`config.mk`:
```
export PLATFORM = sky130hd
export DESIGN_NAME = cpt_ctrl
export DESIGN_NICKNAME = d
export VERILOG_FILES = /design/src/rtl/cpt_pkg.sv /design/src/rtl/cpt_link_mon.sv /design/src/rtl/cpt_sep_timer.sv /design/src/rtl/cpt_speed_pick.sv /design/src/rtl/cpt_ctrl.sv
export SDC_FILE = /design/constraint.sdc
export NUM_CORES = 1
export LEC_CHECK = 0
export CORE_UTILIZATION = 35
export DETAILED_ROUTE_END_ITERATION = 10
export DONT_BUFFER_PORTS = 1
export HOLD_SLACK_MARGIN = 0.03
export RECOVER_POWER = 50
export SLEW_MARGIN = 0
export SYNTH_ARGS = -nofsm -noshare
export SYNTH_HDL_FRONTEND = slang
export SYNTH_SLANG_ARGS = --single-unit
export TNS_END_PERCENT = 50
```
`constraint.sdc`:
```
create_clock -name clk -period 5.8 [get_ports clk]
set_input_delay 0.58 -clock clk [delete_from_list [all_inputs] [get_ports clk]]
set_output_delay 0.58 -clock clk [all_outputs]
set_load 0.02 [all_outputs]
```
`src/rtl/cpt_pkg.sv`:
```
package cpt_pkg;

  localparam logic [1:0] CTL_IDLE = 2'b00;
  localparam logic [1:0] CTL_HOLD = 2'b01;
  localparam logic [1:0] CTL_RECV = 2'b10;
  localparam logic [1:0] CTL_XMIT = 2'b11;

  localparam logic [1:0] SPD_S100 = 2'b00;
  localparam logic [1:0] SPD_S200 = 2'b01;
  localparam logic [1:0] SPD_S400 = 2'b10;

  typedef enum logic [2:0] {
    ST_IDLE  = 3'd0,
    ST_GRANT = 3'd1,
    ST_LINK  = 3'd2,
    ST_TAIL  = 3'd3,
    ST_SEP   = 3'd4
  } cpt_state_t;

  // map the raw 2-bit speed code onto the three legal speeds
  function automatic logic [1:0] norm_spd(input logic [1:0] raw);
    return (raw == 2'b11) ? SPD_S400 : raw;
  endfunction

endpackage

```
`src/rtl/cpt_link_mon.sv`:
```
// Follows link-driven control codes while the link owns the interface.
// Flags end of packet (with or without Hold) and both cancel patterns.
module cpt_link_mon
  import cpt_pkg::*;
#(
  parameter int IDLE_CANCEL = 3,
  parameter int HOLD_CANCEL = 2
) (
  input  logic       clk,
  input  logic       rst_n,
  input  logic       active,
  input  logic [1:0] ctl,
  output logic       eop,
  output logic       eop_hold,
  output logic       cancel
);

  localparam int RUN_W = $clog2(IDLE_CANCEL + 1);

  logic             data_seen;
  logic             pre_hold;
  logic [RUN_W-1:0] run;
  logic [RUN_W-1:0] run_nxt;
  logic [RUN_W-1:0] limit;
  logic             is_data;

  assign is_data  = ctl[1];
  assign run_nxt  = run + RUN_W'(1);
  assign limit    = pre_hold ? RUN_W'(HOLD_CANCEL) : RUN_W'(IDLE_CANCEL);

  assign eop      = active && data_seen && !is_data;
  assign eop_hold = eop && (ctl == CTL_HOLD);
  assign cancel   = active && !data_seen && (ctl == CTL_IDLE) && (run_nxt == limit);

  always_ff @(posedge clk) begin
    if (!rst_n || !active) begin
      data_seen <= 1'b0;
      pre_hold  <= 1'b0;
      run       <= '0;
    end else if (is_data) begin
      data_seen <= 1'b1;
      pre_hold  <= 1'b0;
      run       <= '0;
    end else if (!data_seen) begin
      if (ctl == CTL_HOLD) begin
        pre_hold <= 1'b1;
        run      <= '0;
      end else begin
        run <= run_nxt;
      end
    end
  end

endmodule

```
`src/rtl/cpt_sep_timer.sv`:
```
// Counts the separation gap between a held packet and the next grant.
module cpt_sep_timer #(
  parameter int W = 8
) (
  input  logic         clk,
  input  logic         rst_n,
  input  logic         load,
  input  logic [W-1:0] len,
  input  logic         run,
  output logic         done
);

  logic [W-1:0] cnt;

  assign done = (cnt == '0);

  always_ff @(posedge clk) begin
    if (!rst_n) begin
      cnt <= '0;
    end else if (load) begin
      cnt <= len - W'(1);
    end else if (run && !done) begin
      cnt <= cnt - W'(1);
    end
  end

endmodule

```
`src/rtl/cpt_speed_pick.sv`:
```
// Chooses the speed of a concatenated packet and flags an illegal slowdown.
module cpt_speed_pick
  import cpt_pkg::*;
(
  input  logic       enab_multi,
  input  logic [1:0] prev_spd,
  input  logic [1:0] req_raw,
  output logic [1:0] next_spd,
  output logic       demote
);

  always_comb begin
    next_spd = enab_multi ? norm_spd(req_raw) : prev_spd;
    demote   = (next_spd == SPD_S100) && (prev_spd != SPD_S100);
  end

endmodule

```
`src/rtl/cpt_ctrl.sv`:
```
module cpt_ctrl
  import cpt_pkg::*;
#(
  parameter int SEP_W = 8
) (
  input  logic             clk,
  input  logic             rst_n,
  input  logic             start_i,
  input  logic [1:0]       start_speed_i,
  input  logic [1:0]       link_ctl_i,
  input  logic [1:0]       link_d_i,
  input  logic             enab_multi_i,
  input  logic [SEP_W-1:0] min_sep_i,
  output logic [1:0]       phy_ctl_o,
  output logic             link_owns_o,
  output logic [1:0]       cur_speed_o,
  output logic             evt_grant_o,
  output logic             evt_demote_o,
  output logic             evt_cancel_o
);

  cpt_state_t state, state_nxt;
  logic [1:0] cur_spd;
  logic [1:0] held_spd;
  logic       held_req;
  logic       demote_q;
  logic       cancel_q;

  logic       mon_active;
  logic       mon_eop;
  logic       mon_eop_hold;
  logic       mon_cancel;
  logic [1:0] pick_spd;
  logic       pick_demote;
  logic       sep_load;
  logic       sep_done;
  logic       sep_zero;

  assign mon_active = (state == ST_LINK);
  assign sep_zero   = (min_sep_i == '0);

  cpt_link_mon #(
    .IDLE_CANCEL(3),
    .HOLD_CANCEL(2)
  ) u_mon (
    .clk      (clk),
    .rst_n    (rst_n),
    .active   (mon_active),
    .ctl      (link_ctl_i),
    .eop      (mon_eop),
    .eop_hold (mon_eop_hold),
    .cancel   (mon_cancel)
  );

  cpt_speed_pick u_pick (
    .enab_multi (enab_multi_i),
    .prev_spd   (cur_spd),
    .req_raw    (held_spd),
    .next_spd   (pick_spd),
    .demote     (pick_demote)
  );

  cpt_sep_timer #(
    .W(SEP_W)
  ) u_sep (
    .clk   (clk),
    .rst_n (rst_n),
    .load  (sep_load),
    .len   (min_sep_i),
    .run   (state == ST_SEP),
    .done  (sep_done)
  );

  always_comb begin
    state_nxt = state;
    sep_load  = 1'b0;
    unique case (state)
      ST_IDLE:  if (start_i) state_nxt = ST_GRANT;
      ST_GRANT: state_nxt = ST_LINK;
      ST_LINK: begin
        if (mon_cancel)   state_nxt = ST_IDLE;
        else if (mon_eop) state_nxt = ST_TAIL;
      end
      ST_TAIL: begin
        if (!held_req || pick_demote) begin
          state_nxt = ST_IDLE;
        end else if (sep_zero) begin
          state_nxt = ST_GRANT;
        end else begin
          state_nxt = ST_SEP;
          sep_load  = 1'b1;
        end
      end
      ST_SEP:   if (sep_done) state_nxt = ST_GRANT;
      default:  state_nxt = ST_IDLE;
    endcase
  end

  always_ff @(posedge clk) begin
    if (!rst_n) begin
      state    <= ST_IDLE;
      cur_spd  <= SPD_S100;
      held_spd <= SPD_S100;
      held_req <= 1'b0;
      demote_q <= 1'b0;
      cancel_q <= 1'b0;
    end else begin
      state    <= state_nxt;
      demote_q <= 1'b0;
      cancel_q <= 1'b0;
      if (state == ST_IDLE && start_i) begin
        cur_spd <= norm_spd(start_speed_i);
      end
      if (state == ST_LINK) begin
        if (mon_cancel) begin
          cancel_q <= 1'b1;
        end else if (mon_eop) begin
          held_req <= mon_eop_hold;
          held_spd <= link_d_i;
        end
      end
      if (state == ST_TAIL && held_req) begin
        if (pick_demote) demote_q <= 1'b1;
        else             cur_spd  <= pick_spd;
      end
    end
  end

  assign phy_ctl_o    = (state == ST_GRANT) ? CTL_XMIT : CTL_IDLE;
  assign link_owns_o  = (state == ST_LINK) || (state == ST_TAIL);
  assign cur_speed_o  = cur_spd;
  assign evt_grant_o  = (state == ST_GRANT);
  assign evt_demote_o = demote_q;
  assign evt_cancel_o = cancel_q;

endmodule

```
---- After elaboration in Yosys (flattened, before gate mapping) ----
Index checks and enable logic that the tools add are counted.
word-level totals
  bits in registers ....................... 22
  bits in latches ......................... 0
  bits in writable memories ............... 0
  ROM bits ................................ 0
  input port bits ......................... 18
  output and inout port bits .............. 8
  logic and storage cells ................. 81
  memories ................................ 0
cells by class
  add/sub/neg operators ................... 3
  multiply operators ...................... 0
  div/mod/pow operators ................... 0
  $lt $le $gt $ge ......................... 0
  equality and inequality tests ........... 11
  shift-type cells ........................ 0
  muxes and demuxes ....................... 23
  bitwise gates (word level) .............. 2
  reductions and logical operators ........ 32
operators with widths
  operator                                          count
  2-to-1 mux 3 bit                                  6
  logical NOT 8 bit                                 2
  2-to-1 mux 2 bit                                  8
  2-to-1 mux 8 bit                                  2
  subtractor 8 x 1 -> 8 bit, second input constant  2
  case mux 3 bit (5 select lines)                   1
  logical AND 1 bit                                 10
  == test 3 x 2 -> 1 bit, second input constant     2
  logical NOT 1 bit                                 6
  2-to-1 mux 1 bit                                  6
  AND reduction 2 bit                               3
  AND reduction 3 bit                               2
  == test 2 bit, second input constant              2
  logical NOT 2 bit                                 2
  != test 2 bit, second input constant              2
  nonzero test 2 bit                                2
  == test 3 x 1 -> 1 bit, second input constant     1
  == test 3 bit, second input constant              1
  logical NOT 3 bit                                 1
  logical OR 1 bit                                  3
  != test 3 bit, second input constant              1
  adder 2 x 1 -> 2 bit, second input constant       1
  == test 2 x 1 -> 1 bit, second input constant     1
  == test 2 bit                                     1
  other kinds (2)                                   3

---- Logic depth before layout (Yosys ltp) ----
  word-level depth ........................ 9
  gate-level depth with buffers ........... 11

---- Cells and area by module ----
Synthesis repeated with hierarchy kept, for this count alone.
unflattened totals
  cells, all modules ...................... 176
  area total of the unflattened synthesis .. 1,517.7 sq um
by module, submodules not included
  module          times used  cells each  area an instance (sq um)  seq. area each (sq um)
  cpt_sep_timer   1           84          706.9                     160.2
  cpt_ctrl        1           61          565.5                     200.2
  cpt_link_mon    1           25          195.2                     80.1
  cpt_speed_pick  1           6           50.0                      0.0

---- Worst setup path before layout ----
Ideal clock, no wire load.
  path kind ............................... input port to flip-flop
  from .................................... in min_sep_i[5]
  to ...................................... reg u_sep.cnt[4]
  setup time .............................. 122 ps
  data arrival time ....................... 2,332 ps
  data required time ...................... 5,678 ps
  path slack .............................. 3,346 ps
  cell stages on the path ................. 9
  cell sequence ........................... nor4_1 nand2_1 nand2_2 mux2i_1 ha_1 o211ai_1 nor3_1 xnor2_1 a21oi_1
on the way
  cells in the longest elaborated chain, start to end .. 5
  elaborated cells on any way between the ends .. 6
RTL lines
  element                                                        line                 source
  start: declaration                                             cpt_ctrl.sv:13       input logic [SEP_W-1:0] min_sep_i,
  logical NOT 8 bit *                                            cpt_ctrl.sv:40       assign sep_zero = (min_sep_i == '0);
  2-to-1 mux 1 bit *                                             cpt_ctrl.sv:87       end else if (sep_zero) begin
  2-to-1 mux 1 bit *                                             cpt_ctrl.sv:85       if (!held_req || pick_demote) begin
  2-to-1 mux 1 bit *                                             cpt_ctrl.sv:77       unique case (state)
  2-to-1 mux 8 bit / nonzero test 2 bit (equally long branches)  --
  end signal: assignment                                         cpt_sep_timer.sv:21  cnt <= len - W'(1);
  end signal: assignment                                         cpt_sep_timer.sv:23  cnt <= cnt - W'(1);
  end: declaration                                               cpt_sep_timer.sv:13  logic [W-1:0] cnt;
Every way passes the cells marked *; elsewhere a longest branch is shown, timed or not.
A chain may end at the register's enable or synchronous reset.

---- Final worst setup path ----
  from .................................... reg state[0]
  to ...................................... reg u_sep.cnt[4]
on the way
  cells in the longest elaborated chain, start to end .. 3
  elaborated cells on any way between the ends .. 6
RTL lines
  element                                                         line                                 source
  start: declaration                                              cpt_ctrl.sv:22                       cpt_state_t state, state_nxt;
  start signal: assignment                                        cpt_ctrl.sv:108                      state <= state_nxt;
  == test 3 x 2 -> 1 bit / == test 3 bit (equally long branches)  cpt_ctrl.sv:77, cpt_ctrl.sv:70
  2-to-1 mux 1 bit / logical AND 1 bit (equally long branches)    cpt_ctrl.sv:77, cpt_sep_timer.sv:22
  2-to-1 mux 8 bit / nonzero test 2 bit (equally long branches)   --
Several ways; a longest one is shown, not always the timed one.

==> run metrics <==
min Tclk post-route roughly 2.6 ns; CTS Sinks 22; final setup fails 0; Arr. time, crit path between 2 and 3 ns; layout cell share with drive strength beyond 1 0.0915; die height ~62 um; DR pass1 iterations 4; CTS Buf Count 3; Req. time, crit path approximately 6 ns; largest family of logic cells by synthesized area simple AND/OR/NAND/NOR gates; NumNets Final 173; Cells after DPL a little under 200; worst hold start rst_n; gr ovfl total 0; vias ~1100; post-layout instance count excluding filler cells a little under 200; GPL Wtd Cong roughly 0.9; Final Hold Fails 0; post-route ant nets 0; Post-Synth XOR/XNOR Area 0.0344; CTS tree done; number of global-route vias before repair ~1100; Peak VDD IR 97.0 uV; CP Max Fanout 9; die width 62.3 um; fillcell total between 300 and 400; Worst-path clk slew 0.13 ns; crit start category flip-flop; RR Startpoint state[0]$_SDFFE_PN0P_; Max Clock Skew about 0.0082 ns; sequential fraction of the synthesis area 0.346; status finished, final reports clean; Mean Syn Cell Area 8.26 um^2; Async SR Flop Fraction 0; Remaining DRCs 0; Starting Density 0.373; 1st-iter DRT viols 97; Ports 26; Crit Path Category flip-flop to flip-flop; Place WS about 3.0 ns; Synth cell types 49; LEAKAGE 0.485 nW; initial antenna violation count 0; Tot Pwr roughly 0.28 mW; total track usage 0.158; Setup TNS 0 ns; H-tree levels 1; Post-synth EDFFs 0; via/cell ratio 5.76; final instance area between 0.001 and 0.0015 mm^2; syn nets about 170; CTS Hold Bufs 0; crit path from state[0]$_SDFFE_PN0P_; WL final about 2900 um; adder-cell share of the synthesized area 0.00983; Max Slew Vio Count 0; max_cap viols 0; first-pass GRT wire length between 4000 and 5000 um; dpl hpwl approximately 2200 um; hold depth 2; Yosys reg bits 22; Final period util 0.452; dpl cell area approximately 0.0013 mm^2; Reg2Reg Depth 9; Synth Instances ~150; hold slack roughly 0.39 ns; post-synthesis mux area share 0.0472; Inserted Diodes 0; clock buffer depth 2; Final Core Density 0.390; Worst Tran Pin Value 1.16 ns; P&R area growth vs syn 4.62%; clk_lat worst skew 0.30 ns; fmax about 380 MHz; Slew HR 0.224; Synth Area in Compound Gates 0.209; setup ws final ~3.2 ns; CTS Root Cell clkbuf_4; ys flop type dfxtp_1; largest net degree at the start of global routing 13; crit path capture type flip-flop; Post-Synth Simple-Gate Area 0.305; RSZ-0062 raised after global routing false; IO buf count 0; CTS resizes 0; FP Rows 21; yosys warns 0; core area 0.00342 mm^2; setup bufs post-CTS 0; synthesized cell area approximately 0.0013 mm^2; DR WL/cell about 14 um; worst min-delay path category primary input to flip-flop; PD cells roughly 210 mW/mm^2; die area just under 0.004 mm^2
[worst max-delay path: stages, from the launching register on]
cell,delay (ns)
dfxtp_1,0.52
and4b_1,0.34
o21a_1,0.38
nand2_2,0.21
mux2i_1,0.21
ha_1,0.25
o211ai_1,0.15
nor3_1,0.20
xnor2_1,0.16
a21oi_1,0.08
[path summary, 6_finish.rpt]
kind	endpoint	slack [ns]
max reg2reg	u_sep.cnt[4]$_SDFFE_PN0P_	3.18
max	u_sep.cnt[4]$_SDFFE_PN0P_	3.18
min	state[2]$_SDFFE_PN0P_	0.39
min reg2reg	u_mon.run[1]$_SDFFE_PP0N_	0.49
[cells in the final DEF, fill, tap and decap left out, types with 5 or more instances in the layout]
master and count:
nor2b_1 5, nor2_1 17, nor3_1 5, dfxtp_1 22, nor4_1 7, a21oi_1 10, inv_1 7, nand3_1 5
nand2_1 10, o21ai_0 7, mux2i_1 6
[power by group]
part | switching (mW) | internal, mW
Sequential | 0.00813 | 0.155
Clock | 0.0463 | 0.0383
Combinational | 0.0191 | 0.0128
Total | 0.0735 | 0.206
[sequential cells by signal, indices dropped and copies added (netlist names)]
name and count:
held_req 1, cur_speed_o 2, held_spd 2, evt_demote_o 1, evt_cancel_o 1, u_mon.run 2, u_sep.cnt 8, state 3
u_mon.pre_hold 1, u_mon.data_seen 1
[cells in the mapped netlist, drive strengths merged, types with 2 or more instances]
cell | instances | area, um^2
dfxtp | 22 | 440
and2 | 2 | 12.5
nand2 | 11 | 43.8
o21ai | 10 | 57.6
nor3 | 5 | 25.0
xor2 | 2 | 17.5
mux2i | 6 | 60.1
nor3b | 3 | 27.5
nor2b | 5 | 31.3
inv | 7 | 26.3
nand3 | 5 | 25.0
or4 | 4 | 33.8
nor4 | 7 | 43.8
a21oi | 10 | 50.1
nor2 | 17 | 63.8
buf | 4 | 31.3
o211ai | 4 | 35.0
nand3b | 3 | 22.5
o21a | 2 | 15.0
xnor2 | 3 | 26.3
a211oi | 2 | 15.0
[final cells by class]
type	count	area [um^2]	area share
well taps	46	57.6	0.0432
inverters	7	26.3	0.0197
clock buffers	4	36.3	0.0273
flip-flops and latches	22	440	0.331
multi-input cells	120	771	0.579
[metal layers]
| layer | part of all wire | track usage |
|---|---|---|
| met3 | 0.067 | 0.0423 |
| met2 | 0.45 | 0.255 |
| met5 | 0 | 0 |
| met4 | 0.0066 | 0.0552 |
| met1 | 0.47 | 0.201 |
[cells by family after synthesis]
| group | count (synthesis) |
|---|---|
| buffers and inverters | 12 |
| adders and majority gates | 1 |
| AOI/OAI and AO/OA | 39 |
| and+or+nand+nor | 69 |
| muxes | 6 |
| xor gates and xnor gates | 5 |
| DFF | 22 |
Power figures use the tool's default switching activity.
